File: src/rtl/arm_sync_pkg.sv
package arm_sync_pkg;
  typedef enum logic [1:0] {
    ST_FREE  = 2'd0,
    ST_HALT  = 2'd1,
    ST_ALIGN = 2'd2,
    ST_LOCK  = 2'd3
  } ctl_state_e;

  localparam int unsigned IDX_ARM  = 0;
  localparam int unsigned IDX_SYNC = 1;
  localparam int unsigned N_ASYNC  = 2;
endpackage

File: src/rtl/sync_bank.sv
module sync_bank #(
  parameter int unsigned WIDTH = 2,
  parameter int unsigned STAGES = 2,
  parameter logic [WIDTH-1:0] RST_VAL = '0
) (
  input  logic             clk,
  input  logic             rst,
  input  logic [WIDTH-1:0] d_i,
  output logic [WIDTH-1:0] q_o
);
  localparam int unsigned LAST = STAGES - 1;

  for (genvar b = 0; b < WIDTH; b++) begin : g_bit
    logic [STAGES-1:0] chain;
    always_ff @(posedge clk) begin
      if (rst) chain <= {STAGES{RST_VAL[b]}};
      else     chain <= {chain[STAGES-2:0], d_i[b]};
    end
    assign q_o[b] = chain[LAST];
  end
endmodule

File: src/rtl/low_high_detect.sv
module low_high_detect (
  input  logic clk,
  input  logic rst,
  input  logic clr_i,
  input  logic en_i,
  input  logic lvl_i,
  output logic primed_o,
  output logic rise_o
);
  logic primed_q;

  always_ff @(posedge clk) begin
    if (rst || clr_i)          primed_q <= 1'b0;
    else if (en_i && !lvl_i)   primed_q <= 1'b1;
  end

  assign primed_o = primed_q;
  assign rise_o   = en_i && primed_q && lvl_i;


  primed_after_low_chk: assert property (@(posedge clk) disable iff (rst)
    (en_i && !clr_i && !lvl_i) |=> primed_o);
endmodule

File: src/rtl/arm_fsm.sv
module arm_fsm
  import arm_sync_pkg::*;
(
  input  logic       clk,
  input  logic       rst,
  input  logic       tick_i,
  input  logic       arm_n_s,
  input  logic       rise_i,
  output ctl_state_e state_o,
  output logic       hold_o,
  output logic       clear_o,
  output logic       red_o,
  output logic       green_o
);
  ctl_state_e st_q, st_d;
  logic       clr_d;

  always_comb begin
    st_d  = st_q;
    clr_d = 1'b0;
    case (st_q)
      ST_FREE:  if (tick_i && !arm_n_s) st_d = ST_HALT;
      ST_HALT:  if (arm_n_s) begin st_d = ST_ALIGN; clr_d = 1'b1; end
      ST_ALIGN: if (rise_i) st_d = ST_LOCK;
      ST_LOCK:  if (tick_i && !arm_n_s) st_d = ST_HALT;
      default:  st_d = ST_FREE;
    endcase
  end

  always_ff @(posedge clk) begin
    if (rst) begin
      st_q    <= ST_FREE;
      hold_o  <= 1'b0;
      clear_o <= 1'b0;
      red_o   <= 1'b0;
      green_o <= 1'b0;
    end else begin
      st_q    <= st_d;
      clear_o <= clr_d;
      hold_o  <= (st_d == ST_HALT) || (st_d == ST_ALIGN);
      red_o   <= (st_d == ST_HALT) || (st_d == ST_ALIGN);
      green_o <= (st_d == ST_ALIGN) || (st_d == ST_LOCK);
    end
  end

  assign state_o = st_q;


  clear_single_chk: assert property (@(posedge clk) disable iff (rst)
    clear_o |=> !clear_o);

  clear_with_green_chk: assert property (@(posedge clk) disable iff (rst)
    (!$past(rst) && $rose(green_o) && red_o) |-> clear_o);

  stop_on_tick_chk: assert property (@(posedge clk) disable iff (rst)
    (!$past(rst) && $rose(hold_o)) |-> ($past(tick_i) && !$past(arm_n_s)));

  hold_red_chk: assert property (@(posedge clk) disable iff (rst)
    hold_o == red_o);

  no_return_free_chk: assert property (@(posedge clk) disable iff (rst)
    (st_q != ST_FREE) |=> (st_q != ST_FREE));
endmodule

File: src/rtl/arm_sync_ctrl.sv
module arm_sync_ctrl
  import arm_sync_pkg::*;
#(
  parameter int unsigned SYNC_STAGES = 2
) (
  input  logic clk,
  input  logic rst,
  input  logic tick_i,
  input  logic arm_n_i,
  input  logic sync_i,
  output logic hold_o,
  output logic clear_o,
  output logic red_o,
  output logic green_o
);
  localparam logic [N_ASYNC-1:0] IDLE_VAL = N_ASYNC'(1 << IDX_ARM);

  logic [N_ASYNC-1:0] raw, synced;
  logic               arm_n_s, sync_s;
  logic               det_primed, det_rise;
  ctl_state_e         state;

  assign raw[IDX_ARM]  = arm_n_i;
  assign raw[IDX_SYNC] = sync_i;

  sync_bank #(.WIDTH(N_ASYNC), .STAGES(SYNC_STAGES), .RST_VAL(IDLE_VAL)) u_sync (
    .clk(clk), .rst(rst), .d_i(raw), .q_o(synced)
  );

  assign arm_n_s = synced[IDX_ARM];
  assign sync_s  = synced[IDX_SYNC];

  low_high_detect u_det (
    .clk(clk), .rst(rst),
    .clr_i(state == ST_HALT), .en_i(state == ST_ALIGN), .lvl_i(sync_s),
    .primed_o(det_primed), .rise_o(det_rise)
  );

  arm_fsm u_fsm (
    .clk(clk), .rst(rst), .tick_i(tick_i), .arm_n_s(arm_n_s), .rise_i(det_rise),
    .state_o(state), .hold_o(hold_o), .clear_o(clear_o),
    .red_o(red_o), .green_o(green_o)
  );


  hold_release_chk: assert property (@(posedge clk) disable iff (rst)
    (!$past(rst) && $fell(hold_o)) |-> ($past(det_primed) && $past(sync_s) && green_o));

  sync_ignored_chk: assert property (@(posedge clk) disable iff (rst)
    (state != ST_ALIGN) |-> !det_rise);
endmodule

File: config.mk
export PLATFORM = sky130hd
export DESIGN_NAME = arm_sync_ctrl
export DESIGN_NICKNAME = d
export VERILOG_FILES = /design/src/rtl/arm_sync_pkg.sv /design/src/rtl/sync_bank.sv /design/src/rtl/low_high_detect.sv /design/src/rtl/arm_fsm.sv /design/src/rtl/arm_sync_ctrl.sv
export SDC_FILE = /design/constraint.sdc
export NUM_CORES = 1
export LEC_CHECK = 0
export ABC_AREA = 1
export BUFFER_PORTS_ARGS = -buffer_cell sky130_fd_sc_hd__buf_4
export CAP_MARGIN = 0
export CORE_MARGIN = 3
export CORE_UTILIZATION = 30
export CTS_BUF_LIST = sky130_fd_sc_hd__clkbuf_4 sky130_fd_sc_hd__clkbuf_8 sky130_fd_sc_hd__clkbuf_16
export CTS_CLUSTER_DIAMETER = 200
export DETAILED_ROUTE_END_ITERATION = 12
export PLACE_DENSITY = 0.59
export SLEW_MARGIN = 15
export SYNTH_ARGS = -nofsm -noshare
export SYNTH_HDL_FRONTEND = slang
export SYNTH_HIERARCHICAL = 1
export SYNTH_SLANG_ARGS = --single-unit
File: constraint.sdc
create_clock -name clk -period 1.4 [get_ports clk]
set_input_delay 0.07 -clock clk [delete_from_list [all_inputs] [get_ports clk]]
set_output_delay 0.07 -clock clk [all_outputs]
set_load 0.01 [all_outputs]
# == After elaboration in Yosys (flattened, before gate mapping) ==
# Index checks and enable logic that the tools add are counted.
# W data, S select, Z words.
# classes
mux,5
n_reduce_logical,12
n_eq_ne,6
n_bitwise,1
# op_table
operator,n
$eq A2 B2 Y1 const B,4
$mux W2,3
$pmux W2 S3,1
$eq A2 B1 Y1 const B,2
$logic_and A1 B1 Y1,4
$reduce_or A2 Y1,2
$logic_or A1 B1 Y1,3
$logic_not A1 Y1,2
$logic_not A2 Y1,1
$mux W1,1
$not A1 Y1,1
# totals
wordCells,31
inputBits,5
reg_bits,10

# == Logic depth before layout (Yosys ltp) ==
# logic_depth
depth_word,7
depth_mapped,10
ltp_nobuf,9

# == Cells and area by module ==
# Netlist, hierarchy kept.
# by_module_without_submodules
module,seq_area_each_um2,instances,cells_per_inst,area_each_um2
arm_fsm,80.1,1,34,255.2
sync_bank,80.1,1,15,128.9
low_high_detect,20.0,1,10,61.3
arm_sync_ctrl,0.0,1,4,15.0

# == Worst setup path after synthesis ==
# OpenSTA, ideal clock, no wires.
# synth_timing
kind,register to register
from,"reg, netlist name u_fsm/green_o"
to,reg u_fsm.red_o
path_buffers,0
arrival_time_ns,1.266
setup_time_ns,0.058
stages_incl_launch_ff,9
setup_slack_ns,0.076
path_cell_list,dfxtp_1 -> inv_1 -> ha_1 -> or2_0 -> nand2_2 -> nand2_2 -> nor2_2 -> nand3_1 -> nand2_1
# synth_rtl
item,line,rtl
to (signal assigned),arm_fsm.sv:41,red_o <= (st_d == ST_HALT) || (st_d == ST_ALIGN);
to (decl),arm_fsm.sv:12,"output logic red_o,"

==> impl_metrics.tcl <==
set metrics [dict create \
    outcome "complete, no violations" \
    synth_top_area_share_pct 39.1 \
    cp-start-kind "register" \
    finalSetupViolCount 0 \
    fin_crit_sh_pct 93.0 \
    cp.arrival_ps 1510 \
    areaGrowthSynthToFinish_pct 21.5 \
    diodes 0 \
    postRouteAntennaNets 0 \
    worstSetupPathType "register to register" \
    cp.required_ps 1610 \
    yosysWarningCount 6 \
    dpl_cell_area_sq_um 517 \
    rsz0062_at_grt "no" \
    numCtsBuffers 3 \
    drive_gt1_share_pct 34.2 \
    fillers 147 \
    ys_top_cells_by_area "dfxtp_1 (39%), inv_1 (11%), nand2_1 (9.0%)" \
    cts_sinks 9 \
    firstDrtPassIters 2 \
    num_vias 360 \
    initial_utilization_pct 33.7 \
    nets 82 \
    netlist_area_sq_um 460 \
    r2r_end "u_fsm/red_o" \
    min_path_cells 3 \
    hpwl_um 547 \
    grt_pass1_vias 307 \
    seq_area_frac_synth_pct 39.1 \
    cts.clk_slew.worst_paths_ps 60 \
    reg2reg_depth 8 \
    tightest_slew_ps 247 \
    gr-usage-all-layers_pct 8.49 \
    htreeDepth 1 \
    tns_ps 0 \
    fin_skew_ps 0.633 \
    wl_per_cell_um 8.11 \
    dr.first_iter.drc_count 5 \
    synthDistinctLibCells 14 \
    final_common_cell "inv_1" \
    clk_latency_ps 260 \
    final-max-slew-violation-count 0 \
    holdCritPathClass "input port to register" \
    root_buffer "clkbuf_4" \
    dieHeight_um 45.2 \
    grt_overflow 0 \
    core_area_sq_um 1370 \
    leakage_nw 0.284 \
    yosysTopAreaCell "dfxtp_1" \
    cts.path.max_buffers 2 \
    hp-start "sync_i" \
    stdcell_area_sq_um 559 \
    hold_end "u_sync/g_bit[1].chain[0]" \
    relSlewSlack_pct 83.3 \
    power_mw 1.05 \
    antenna_found_initial 0 \
    r2r_start "u_fsm/green_o" \
    end_kind "register" \
    cts_tree "built" \
    layout_min_cycle_time_ps 1300 \
    hold_violations 0 \
    ios 9 \
    wl_um 714 \
    power_density_nw_per_um2 1890 \
    grt_max_degree 9 \
    remaining_drc_errors 0 \
    ys_seq_elements 9 \
    viasPerCell 4.09 \
    avgSynthCellArea_sq_um 7.31 \
    rrSetupSlack_ps 100 \
    maxCapViolations 0 \
    fmax_mhz 768 \
    grt_pass1_wl_um 1190 \
    gp_congestion 0.770 \
    port_buffers 8 \
    die_width_um 45.2 \
    row_count 13 \
    crit_fanout 5 \
    syn_inst 63 \
    mostFrequentLayoutCells "inv_1 (13), nand2_1 (11), buf_4 (9), nor2_1 (8), dfxtp_1 (7)" \
    die_area_sq_um 2040 \
    syn_nets 71 \
    vdd.ir_drop.worst_mv 1.04 \
]
==> flip-flops by register name, indices dropped and copies added, names as in the netlist <==
register / flops
u_fsm/state_o: 1
u_fsm/red_o: 1
u_det/primed_o: 1
u_fsm/green_o: 1
u_fsm/clear_o: 1
u_sync/g_bit.chain: 4
==> critical path, stage by stage (launching register included) <==
cell and delay (ps):
dfxtp_2 370, inv_1 70, ha_1 230, or2_0 230, nand2_2 100, nand2_2 50, nor2_2 70, nand3_1 60
nand2_1 60
==> final cells by class <==
cell class	instances	area [sq um]	share of cell area, %
well taps	15	18.8	3.36
clock buffers	4	30.0	5.37
repair buffers	10	77.6	13.9
multi-input cells	35	194	34.7
inverters	15	56.3	10.1
flip-flops and latches	9	183	32.7
==> power by group <==
part / internal, mW / switching, mW / total (mW)
logic: 0.208 / 0.261 / 0.469
clock network: 0.129 / 0.0889 / 0.218
registers: 0.319 / 0.0485 / 0.368
total: 0.656 / 0.398 / 1.05
==> timing repair <==
item	CTS	global route
resized for setup	0	2
endpoints found under the hold margin	1	0
setup endpoints to repair	0	1
hold buffers	1	0
setup buffers	0	0
==> how the worst max path moves through the flow <==
| stage | from | end | slack [ps] |
|---|---|---|---|
| floorplan | u_fsm/green_o | u_fsm/red_o | 80 |
| finish | u_fsm/green_o | u_fsm/red_o | 100 |
| global route | u_fsm/state_o[0] | u_fsm/red_o | 20 |
| CTS | u_fsm/green_o | u_fsm/red_o | 50 |
| global placement | u_fsm/green_o | u_fsm/red_o | 60 |
| detailed placement | u_fsm/state_o[0] | u_fsm/red_o | 70 |
==> metrics by stage <==
step | setup WS, ps | hold slack [ps] | cells | utilization (%)
after detailed placement | 74.5 | 247 | 83 | 37.8
after floorplan | 76.4 | 138 | 63 | -
after CTS | 48.6 | 8.34 | 88 | 40.8
final | 98.1 | 13.1 | 88 | 40.9
after global placement | 63.9 | 243 | 83 | 37.8
after global routing | 23.5 | 6.85 | 88 | 40.9
==> metal layers <==
metal  global-route usage (%)  routed length [um]
met3                     5.98                  50
met2                     11.3                 285
met1                     10.4                 368
met5                        0                   0
met4                     3.51                   9
==> logic make-up after synthesis <==
logic type,count (synthesis),share of synthesized area (%)
adders and majority gates,3,8.15
AOI/OAI and AO/OA,4,5.98
buffers and inverters,19,18.8
and+or+nand+nor,28,28.0
DFF,9,39.1
==> synthesized netlist by cell type (all sizes together) <==
library cell and count:
inv 15, a21oi 2, o21ai 2, ha 3, nor2 9, buf 4
or2 1, nand2 15, nand3 3, dfxtp 9
No activity file was read; power rests on OpenSTA's default activity.
